==> config.mk <==
export PLATFORM = sky130hd
export DESIGN_NAME = keyed_wdog
export DESIGN_NICKNAME = d
export VERILOG_FILES = /design/src/rtl/wdk_pkg.sv /design/src/rtl/wdk_regs.sv /design/src/rtl/wdk_prescaler.sv /design/src/rtl/wdk_downcnt.sv /design/src/rtl/wdk_alarm.sv /design/src/rtl/keyed_wdog.sv
export SDC_FILE = /design/constraint.sdc
export NUM_CORES = 1
export LEC_CHECK = 0
export ABC_CLOCK_PERIOD_IN_PS = 6380
export BUFFER_PORTS_ARGS = -buffer_cell sky130_fd_sc_hd__clkbuf_2
export CAP_MARGIN = 15
export CORE_MARGIN = 2
export CORE_UTILIZATION = 42
export DETAILED_ROUTE_END_ITERATION = 8
export PLACE_DENSITY = 0.64
export SETUP_SLACK_MARGIN = 0.5
export SKIP_CTS_REPAIR_TIMING = 1
export SYNTH_ARGS = -nofsm -noshare
export SYNTH_HDL_FRONTEND = slang
export SYNTH_SLANG_ARGS = --single-unit
==> constraint.sdc <==
create_clock -name clk -period 6.38 [get_ports clk]
set_clock_uncertainty 0.2 [all_clocks]
set_input_delay 0.957 -clock clk [delete_from_list [all_inputs] [get_ports clk]]
set_output_delay 0.957 -clock clk [all_outputs]
set_load 0.005 [all_outputs]
==> src/rtl/wdk_pkg.sv <==
package wdk_pkg;

    localparam int DATA_W  = 32;
    localparam int KEY_W   = 12;
    localparam int KEY_LSB = DATA_W - KEY_W;
    localparam int RLD_W   = 12;
    localparam int PRE_W   = 12;
    localparam int IRQ_W   = 6;

    localparam logic [KEY_W-1:0] KEY_ZMODE   = 12'hABC;
    localparam logic [KEY_W-1:0] KEY_CTRL    = 12'h248;
    localparam logic [KEY_W-1:0] KEY_RESTART = 12'h199;

    typedef enum logic [1:0] {
        REG_ZMODE   = 2'd0,
        REG_CTRL    = 2'd1,
        REG_RESTART = 2'd2,
        REG_NONE    = 2'd3
    } reg_sel_e;

    typedef enum logic [1:0] {
        DIV8    = 2'd0,
        DIV64   = 2'd1,
        DIV512  = 2'd2,
        DIV4096 = 2'd3
    } presc_e;

    typedef struct packed {
        logic [1:0] irq_len;
        logic       irq_en;
        logic       wd_en;
    } zmode_t;

    typedef struct packed {
        logic [RLD_W-1:0] reload;
        presc_e           div;
    } ctrl_t;

    localparam zmode_t ZMODE_RST = '{irq_len: 2'd0, irq_en: 1'b0, wd_en: 1'b0};
    localparam ctrl_t  CTRL_RST  = '{reload: '1, div: DIV8};

    function automatic logic [PRE_W-1:0] presc_last(presc_e d);
        logic [PRE_W:0] full;
        full = (PRE_W+1)'(8) << (3 * int'(d));
        return PRE_W'(full - 1'b1);
    endfunction

    function automatic logic [IRQ_W-1:0] irq_cycles(logic [1:0] code);
        return IRQ_W'(4) << code;
    endfunction

endpackage

==> src/rtl/wdk_regs.sv <==
module wdk_regs
    import wdk_pkg::*;
#(
    parameter int ADDR_W = 4
) (
    input  logic              clk,
    input  logic              rst,
    input  logic              psel,
    input  logic              penable,
    input  logic              pwrite,
    input  logic [ADDR_W-1:0] paddr,
    input  logic [DATA_W-1:0] pwdata,
    output logic [DATA_W-1:0] prdata,
    output zmode_t            zmode,
    output ctrl_t             ctrl,
    output logic              restart
);

    localparam int ZM_W = $bits(zmode_t);
    localparam int CT_W = $bits(ctrl_t);

    reg_sel_e         sel;
    logic             wr_acc;
    logic [KEY_W-1:0] key;
    logic             unused_mid;

    always_comb begin
        unique case (paddr)
            ADDR_W'(0): sel = REG_ZMODE;
            ADDR_W'(4): sel = REG_CTRL;
            ADDR_W'(8): sel = REG_RESTART;
            default:    sel = REG_NONE;
        endcase
    end

    assign wr_acc     = psel && penable && pwrite;
    assign key        = pwdata[KEY_LSB +: KEY_W];
    assign unused_mid = ^pwdata[KEY_LSB-1:CT_W];

    always_ff @(posedge clk) begin
        if (rst) begin
            zmode <= ZMODE_RST;
            ctrl  <= CTRL_RST;
        end else if (wr_acc) begin
            if (sel == REG_ZMODE && key == KEY_ZMODE)
                zmode <= zmode_t'(pwdata[ZM_W-1:0]);
            if (sel == REG_CTRL && key == KEY_CTRL)
                ctrl <= ctrl_t'(pwdata[CT_W-1:0]);
        end
    end

    assign restart = wr_acc && (sel == REG_RESTART) && (key == KEY_RESTART);

    always_comb begin
        prdata = '0;
        case (sel)
            REG_ZMODE: prdata[ZM_W-1:0] = zmode;
            REG_CTRL:  prdata[CT_W-1:0] = ctrl;
            default:   prdata = '0;
        endcase
    end

endmodule

==> src/rtl/wdk_prescaler.sv <==
module wdk_prescaler
    import wdk_pkg::*;
(
    input  logic   clk,
    input  logic   rst,
    input  presc_e div,
    input  logic   restart,
    input  logic   run,
    output logic   tick
);

    logic [PRE_W-1:0] cnt_q;
    logic [PRE_W-1:0] last;

    assign last = presc_last(div);
    assign tick = run && !restart && (cnt_q == '0);

    always_ff @(posedge clk) begin
        if (rst)
            cnt_q <= presc_last(DIV8);
        else if (restart)
            cnt_q <= last;
        else if (run)
            cnt_q <= (cnt_q == '0) ? last : cnt_q - 1'b1;
    end

endmodule

==> src/rtl/wdk_downcnt.sv <==
module wdk_downcnt
    import wdk_pkg::*;
#(
    parameter int CNT_W = 24
) (
    input  logic             clk,
    input  logic             rst,
    input  logic             restart,
    input  logic             tick,
    input  logic [RLD_W-1:0] reload,
    output logic [CNT_W-1:0] cnt_q,
    output logic             expire
);

    localparam int LOW_W = CNT_W - RLD_W;

    logic [CNT_W-1:0] full;

    generate
        if (LOW_W > 0) begin : g_pad
            assign full = {reload, {LOW_W{1'b1}}};
        end else begin : g_trunc
            assign full = reload[RLD_W-1 -: CNT_W];
        end
    endgenerate

    assign expire = tick && !restart && (cnt_q == CNT_W'(1));

    always_ff @(posedge clk) begin
        if (rst)
            cnt_q <= '1;
        else if (restart)
            cnt_q <= full;
        else if (tick && cnt_q != '0)
            cnt_q <= cnt_q - 1'b1;
    end

endmodule

==> src/rtl/wdk_alarm.sv <==
module wdk_alarm
    import wdk_pkg::*;
(
    input  logic   clk,
    input  logic   rst,
    input  logic   expire,
    input  zmode_t zmode,
    output logic   irq_o,
    output logic   sysrst_o
);

    logic [IRQ_W-1:0] irq_left;

    always_ff @(posedge clk) begin
        if (rst) begin
            irq_left <= '0;
            sysrst_o <= 1'b0;
        end else begin
            sysrst_o <= expire && zmode.wd_en;
            if (expire && zmode.wd_en && zmode.irq_en)
                irq_left <= irq_cycles(zmode.irq_len);
            else if (irq_left != '0)
                irq_left <= irq_left - 1'b1;
        end
    end

    assign irq_o = (irq_left != '0);

endmodule

==> src/rtl/keyed_wdog.sv <==
module keyed_wdog
    import wdk_pkg::*;
#(
    parameter int CNT_W  = 24,
    parameter int ADDR_W = 4
) (
    input  logic              clk,
    input  logic              rst,
    input  logic              psel,
    input  logic              penable,
    input  logic              pwrite,
    input  logic [ADDR_W-1:0] paddr,
    input  logic [31:0]       pwdata,
    output logic [31:0]       prdata,
    output logic              pready,
    output logic              pslverr,
    input  logic              halt,
    output logic              irq_o,
    output logic              sysrst_o
);

    zmode_t           zmode;
    ctrl_t            ctrl;
    logic             restart;
    logic             run;
    logic             tick;
    logic             expire;
    logic [CNT_W-1:0] cnt_q;

    assign pready  = 1'b1;
    assign pslverr = 1'b0;
    assign run     = zmode.wd_en && !halt;

    wdk_regs #(.ADDR_W(ADDR_W)) u_regs (
        .clk(clk), .rst(rst), .psel(psel), .penable(penable), .pwrite(pwrite),
        .paddr(paddr), .pwdata(pwdata), .prdata(prdata),
        .zmode(zmode), .ctrl(ctrl), .restart(restart)
    );

    wdk_prescaler u_pre (
        .clk(clk), .rst(rst), .div(ctrl.div), .restart(restart),
        .run(run), .tick(tick)
    );

    wdk_downcnt #(.CNT_W(CNT_W)) u_cnt (
        .clk(clk), .rst(rst), .restart(restart), .tick(tick),
        .reload(ctrl.reload), .cnt_q(cnt_q), .expire(expire)
    );

    wdk_alarm u_alarm (
        .clk(clk), .rst(rst), .expire(expire), .zmode(zmode),
        .irq_o(irq_o), .sysrst_o(sysrst_o)
    );

endmodule

==> results of run 1 <==
## final cells by class
| cell class | count | area (sq um) |
|---|---|---|
| Multi-Input combinational cell | 349 | 2192 |
| Timing Repair Buffer | 57 | 300.3 |
| Sequential cell | 61 | 1221 |
| Tap cell | 105 | 131.4 |
| Clock inverter | 5 | 83.83 |
| Inverter | 11 | 41.29 |
| Fill cell | 817 | 4188 |
| Clock buffer | 11 | 141.4 |
## layout by cell type (no fill, tap or decap), types with 4 or more instances in the layout
cell type	synthesis	final
sky130_fd_sc_hd__dfxtp_1	61	61
sky130_fd_sc_hd__clkbuf_2	0	51
sky130_fd_sc_hd__nand2_1	33	33
sky130_fd_sc_hd__nor3_1	32	32
sky130_fd_sc_hd__nor2_1	31	30
sky130_fd_sc_hd__nor4_1	21	21
sky130_fd_sc_hd__nand3_1	21	21
sky130_fd_sc_hd__mux2i_1	20	20
sky130_fd_sc_hd__conb_1	2	20
sky130_fd_sc_hd__a21oi_1	13	13
sky130_fd_sc_hd__a2111oi_0	13	13
sky130_fd_sc_hd__inv_1	11	11
sky130_fd_sc_hd__or3_1	11	11
sky130_fd_sc_hd__o21ai_0	11	11
sky130_fd_sc_hd__and2_1	10	10
sky130_fd_sc_hd__and4_1	10	10
sky130_fd_sc_hd__clkbuf_8	0	10
sky130_fd_sc_hd__or4_1	8	8
sky130_fd_sc_hd__nand4_1	8	8
sky130_fd_sc_hd__o31ai_1	6	6
sky130_fd_sc_hd__buf_4	20	6
sky130_fd_sc_hd__nor2b_1	5	5
sky130_fd_sc_hd__xor2_1	5	5
sky130_fd_sc_hd__ha_1	5	5
sky130_fd_sc_hd__a22o_1	4	4
sky130_fd_sc_hd__or2_2	4	4
sky130_fd_sc_hd__o22ai_1	4	4
sky130_fd_sc_hd__o211ai_1	4	4
sky130_fd_sc_hd__a31oi_1	4	4
sky130_fd_sc_hd__and3_1	4	4
## worst max-delay path, delay by kind of cell
family,cells,cell delay (ns)
compound gates,1,0.23
simple gates,2,0.80
buf+inv,2,0.21
## state kept, by name, indices dropped and copies added (netlist names)
register / cells
u_alarm.irq_left: 6
u_alarm.sysrst_o: 1
u_cnt.cnt_q: 24
u_pre.cnt_q: 12
u_regs.ctrl: 14
u_regs.zmode: 4
## where the power goes
group / total (W) / switching, W / internal, W / leakage (nW)
Combinational: 0.000149 / 0.0000729 / 0.0000756 / 1.04
Sequential: 0.000423 / 0.0000213 / 0.000402 / 0.495
Clock: 0.000395 / 0.000164 / 0.000231 / 0.106
## logic make-up (layout without fill, tap and decap cells)
kind of cell               Yosys count  in the layout
adders and majority gates            5              5
xor gates and xnor gates             7              7
DFF                                 61             61
AOI/OAI and AO/OA                   77             77
and+or+nand+nor                    218            218
buffers and inverters               58             84
other                                2             20
muxes                               22             22
## layer usage
layer	global-route usage (%)	vias up	share of wire (%)
met5	0	-	0
met4	6.501	0	1.6
met3	4.245	14	5.9
met2	29.54	98	47
met1	25.29	1619	45
li1	-	1729	-
## through the flow
step           total power (W)  setup slack (ns)
5_1_grt               0.001015             2.964
3_5_place_dp         0.0005808             2.800
3_3_place_gp         0.0005727             2.802
2_1_floorplan        0.0005487             3.225
6_report             0.0009672             3.022
4_1_cts              0.0009774             3.056
## worst max-delay path by stage
stage,cells past startpoint,end,startpoint,slack [ns]
after floorplan,7,u_pre.cnt_q[10]$_SDFFE_PP0P_,pwdata[22],3.22
after global placement,6,u_pre.cnt_q[10]$_SDFFE_PP0P_,pwdata[22],2.80
after detailed placement,6,u_pre.cnt_q[10]$_SDFFE_PP0P_,pwdata[22],2.80
after CTS,5,prdata[0],paddr[1],3.06
after global routing,6,u_pre.cnt_q[10]$_SDFFE_PP0P_,pwdata[22],2.96
final,5,prdata[0],paddr[1],3.02
==> results.cfg, run 1 <==
[hold_path]
timing.hold.worst_endpoint = u_regs.ctrl[9]$_SDFFE_PP1P_
worstHoldPathCells = 2
holdCritStartpoint = u_regs.ctrl[9]$_SDFFE_PP1P_
hold_class = reg -> reg

[route]
detail_route.wirelength_mm = 8.849
route.vias.total = 3460
drt_first_pass_iters = 4
drc = 0
dr.first_iter.drc_count = 125
avgViaCountPerCell = 5.776
drt-wirelength-per-cell_microns = 14.77
postRouteAntennaNets = 0

[logic_synthesis]
post_synth_inst_count = 450
synth_top_family_by_area = simple AND/OR/NAND/NOR gates
post-synth-top-count-cell = sky130_fd_sc_hd__dfxtp_1
synth-seq-area-share_pct = 33.56
synth.mux.area_fraction_pct = 6.121
syn_area_sq_mm = 0.003638
postSynth.asyncResetShare_pct = 0
synth_enable_flop_cells = 0
post_synthesis_compound_gate_area_fraction_pct = 15.03
synth_top_cell_by_area = sky130_fd_sc_hd__dfxtp_1
synth_top_area_share_pct = 33.56
leading_cell_types_by_count_after_synthesis = 61 x sky130_fd_sc_hd__dfxtp_1, 33 x sky130_fd_sc_hd__nand2_1, 32 x sky130_fd_sc_hd__nor3_1, 31 x sky130_fd_sc_hd__nor2_1, 25 x sky130_fd_sc_hd__clkbuf_1
adder_and_majority_cell_fraction_of_the_synthesized_area_pct = 1.719
synth-xor-area-share_pct = 1.685
post_synth.cell_area_avg_sq_um = 8.086
synth_area_leaders = sky130_fd_sc_hd__dfxtp_1 34%, sky130_fd_sc_hd__mux2i_1 5.5%, sky130_fd_sc_hd__nor3_1 4.4%, sky130_fd_sc_hd__buf_4 4.1%, sky130_fd_sc_hd__nor4_1 3.6%
synth-warning-count = 0
ys_ff_latch = 61
synth.lib_cells_used.distinct = 56
post_synthesis_simple_gate_area_fraction_pct = 33.39
dominantRegCellSynth = sky130_fd_sc_hd__dfxtp_1

[timing]
setup_repair_after_global_routing_missed_its_margin = no
final_min_period_over_clock_period_pct = 52.63
final-hold-violation-count = 0
timing.slew.headroom_pct = 48.91
hold_ws_ns = 0.3019
worstMarginPinSlew_ns = 0.7605
setup-violations-final = 0
min_period_ns = 3.358
fmax_mhz = 297.8
drv_slew = 0
fin_setup_tns_ns = 0

[clock_network]
numCtsBuffers = 9
root_buffer = sky130_fd_sc_hd__clkbuf_8
clk_latency_ns = 0.35
cts_htree_levels = 3
tritoncts = done
clk_pin_slew_ns = 0.08
cts_max_path_buffers = 2
clkSinkCount = 61

[floorplan]
boundaryPins = 78
initial_core_util_pct = 43.84
chipWidth_microns = 97.08
dieArea_sq_mm = 0.009424
core_sq_mm = 0.008299
rows = 33
chipHeight_microns = 97.08

[place]
instance_count_after_placement_with_tap_cells_included = 583
io_buffers = 51
detailed_place.area_sq_mm = 0.003886
place.detailed.hpwl_mm = 6.080
routabilityCongestion = 0.7995

[power_and_ir_drop]
vdd.ir_drop.worst_uv = 120.4
power.static_leakage_nw = 1.639
powerDensity_mw_per_mm2 = 235.2

[finish]
fin_area_sq_mm = 0.004111
drive_above_1_share_pct = 17.81
post-route-util_pct = 49.54
nets = 536
non_filler_instance_count_after_layout = 599
layout-area-overhead-vs-synth_pct = 13.00
antenna_cells_inserted = 0

[global_route]
grt_start_max_net_pins = 51
first_global_vias = 3137
grt_antenna_before_repair = 0
globalRouteOverflowTotal = 0
grt_use_total_pct = 18.75
global_route_wire_length_before_repair_mm = 14.89

[run]
maxCapViolCount = 0

[critical_path]
startpoint_type = input port
crit_top_cell = sky130_fd_sc_hd__clkbuf_2
reg2reg_slack_ns = 3.21
timing.rr.end = u_alarm.irq_left[4]$_SDFFE_PP0P_
max_stage_delay_ns = 0.41
cp_data_arrival_time_ns = 2.20
worst_setup_path_end_kind = primary output
crit_chain = clkbuf_2, or3_1, nor2_1, a22o_1, clkbuf_2
setup.worst_path.class = in -> out
critical_path.max_fanout = 5
worstRegToRegCells = 5
critPathRequiredTime_ns = 5.22
slowest_stage = sky130_fd_sc_hd__or3_1
crit-reg2reg-launch = u_cnt.cnt_q[16]$_SDFFE_PP1P_

[run_status]
outcome = finished clean
Power figures use the tool's default switching activity.
==> inputs of run 2 (changes only) <==
Settings changed: ABC_CLOCK_PERIOD_IN_PS 6380 to 3100.
Clock period 6.38 ns to 3.1 ns, I/O delays scaled along.
==> run 2 against run 1 <==
  * Sequential share of layout area decreased by 1.0 points
  * Global-route usage increased by 0.28 points
  * Worst setup slack got worse by 2.6 ns
  * Die area unchanged
  * Non-clock buffer count increased by 18
  * Combinational power increased by 110%
  * Cell count increased by 3.0%
  * Largest power group unchanged
==> results.cfg, run 2 (synthesis gave the netlist of run 1 again) <==
[run_status]
outcome = finished clean

[global_route]
grt_use_total_pct = 19.03
first_global_vias = 3148
globalRouteOverflowTotal = 0
global_route_wire_length_before_repair_mm = 15.10
grt_antenna_before_repair = 0
grt_start_max_net_pins = 36

[floorplan]
core_sq_mm = 0.008299
rows = 33
chipHeight_microns = 97.08
initial_core_util_pct = 43.84
chipWidth_microns = 97.08
boundaryPins = 78
dieArea_sq_mm = 0.009424

[route]
drc = 0
drt_first_pass_iters = 4
detail_route.wirelength_mm = 8.907
avgViaCountPerCell = 5.663
postRouteAntennaNets = 0
route.vias.total = 3494
dr.first_iter.drc_count = 172
drt-wirelength-per-cell_microns = 14.44

[finish]
nets = 554
drive_above_1_share_pct = 23.24
layout.filler_cells = 799
layout-area-overhead-vs-synth_pct = 17.43
non_filler_instance_count_after_layout = 617
most-common-layout-cells = 58 x sky130_fd_sc_hd__dfxtp_1, 51 x sky130_fd_sc_hd__clkbuf_2, 33 x sky130_fd_sc_hd__nand2_1
largest_reg_flops = 24
layout.cells.most_common = sky130_fd_sc_hd__dfxtp_1
reg_top3 = u_cnt.cnt_q x24, u_regs.ctrl x14, u_pre.cnt_q x12
antenna_cells_inserted = 0
top_register = u_cnt.cnt_q

[timing]
timing.slew.headroom_pct = 57.99
fin_setup_tns_ns = 0
min_period_ns = 2.721
drv_slew = 0
final-hold-violation-count = 0
worstMarginPinSlew_ns = 0.6302
setup_repair_after_global_routing_missed_its_margin = yes
final_min_period_over_clock_period_pct = 87.77
setup-violations-final = 0
fmax_mhz = 367.5

[critical_path]
worst_setup_path_end_kind = register
worstRegToRegCells = 5
crit-reg2reg-launch = u_cnt.cnt_q[19]$_SDFFE_PP1P_
reg2reg_slack_ns = 0.38
cp_data_arrival_time_ns = 2.80
critical_path.max_fanout = 6
setup.worst_path.class = reg -> reg
timing.rr.end = u_alarm.irq_left[4]$_SDFFE_PP0P_
setup.worst_path.start = u_cnt.cnt_q[19]$_SDFFE_PP1P_
startpoint_type = register
critPathRequiredTime_ns = 3.18

[hold_path]
timing.hold.worst_endpoint = u_regs.ctrl[12]$_SDFFE_PP1P_
hold_class = in -> reg
holdCritStartpoint = pwdata[12]
worstHoldPathCells = 3

[power_and_ir_drop]
share_clk_of_total_power_pct = 33.8
internal-power_w = 0.001270
powerDensity_mw_per_mm2 = 419.0
power.share.sequential_pct = 48.7
vdd.ir_drop.worst_uv = 192.9
power.switching_fraction_pct = 29.06
net_switching_component_of_the_power_w = 0.0005203
share_comb_of_total_power_pct = 17.5
power.static_leakage_nw = 1.712

[clock_network]
clk_pin_slew_ns = 0.07
cts_max_path_buffers = 2
cts_htree_levels = 3
clkSinkCount = 61
clk_latency_ns = 0.34
root_buffer = sky130_fd_sc_hd__clkbuf_8
tritoncts = done
numCtsBuffers = 9

[place]
place.detailed.hpwl_mm = 6.197
instance_count_after_placement_with_tap_cells_included = 590
routabilityCongestion = 0.7811
io_buffers = 51

[run]
maxCapViolCount = 0
[run 2: cell count changes in the layout (fill, tap and decap cells not counted), sizes merged]
cell / previous run / this run
clkinv: 1 / 4
clkinvlp: 2 / 1
buf: 6 / 24
bufinv: 2 / 0
[run 2: metal layers]
| layer | share of wire [%] | track usage, % | wire, microns |
|---|---|---|---|
| met4 | 0.90 | 5.200 | 80 |
| met3 | 5.2 | 4.460 | 460 |
| met2 | 48 | 31.73 | 4271 |
| met1 | 46 | 24.69 | 4094 |
| met5 | 0 | 0 | 0 |
[run 2: how the worst max path moves through the flow]
stage,slack [ns],end,cells past startpoint
floorplan,0.29,u_alarm.irq_left[4]$_SDFFE_PP0P_,7
global placement,0.35,u_alarm.irq_left[4]$_SDFFE_PP0P_,5
detailed placement,0.32,u_pre.cnt_q[10]$_SDFFE_PP0P_,6
CTS,0.31,u_alarm.irq_left[4]$_SDFFE_PP0P_,5
global route,0.33,u_alarm.irq_left[4]$_SDFFE_PP0P_,5
finish,0.38,u_alarm.irq_left[4]$_SDFFE_PP0P_,5
[run 2: layout make-up]
| cell class | count | area (sq um) | share of cell area (%) |
|---|---|---|---|
| Tap cell | 105 | 131.4 | 3.075 |
| Timing Repair Buffer | 75 | 449.2 | 10.51 |
| Multi-Input combinational cell | 349 | 2267 | 53.06 |
| Inverter | 11 | 41.29 | 0.9663 |
| Clock inverter | 5 | 27.53 | 0.6442 |
| Sequential cell | 61 | 1225 | 28.67 |
| Clock buffer | 11 | 131.4 | 3.075 |
[run 2: power by group through the flow]
| stage | registers [W] | clock network [W] | logic [W] |
|---|---|---|---|
| detailed placement | 0.000888 | 0 | 0.000311 |
| global route | 0.000876 | 0.000653 | 0.000350 |
| floorplan | 0.000877 | 0 | 0.000251 |
| CTS | 0.000870 | 0.000623 | 0.000312 |
| finish | 0.000872 | 0.000605 | 0.000313 |
| global placement | 0.000884 | 0 | 0.000300 |
[run 2: per-stage QoR]
step	hold slack [ns]	total power, W	utilization [%]	instance area, sq um	worst slack (ns)
detailed placement	0.2813	0.001199	47.73	3961	0.3226
floorplan	0.2604	0.001128	-	3750	0.2899
CTS	0.1178	0.001805	49.65	4120	0.3064
global placement	0.2795	0.001184	47.73	3961	0.3479
global route	0.1244	0.001879	51.49	4273	0.3312
finish	0.1278	0.001790	51.49	4273	0.3793
[run 2: critical path, cell delays in order (launching register included)]
cell and delay [ns]:
sky130_fd_sc_hd__dfxtp_2 0.32, sky130_fd_sc_hd__or4_4 0.54, sky130_fd_sc_hd__or4_4 0.47, sky130_fd_sc_hd__or4_4 0.47, sky130_fd_sc_hd__or4_4 0.53, sky130_fd_sc_hd__a21oi_2 0.12
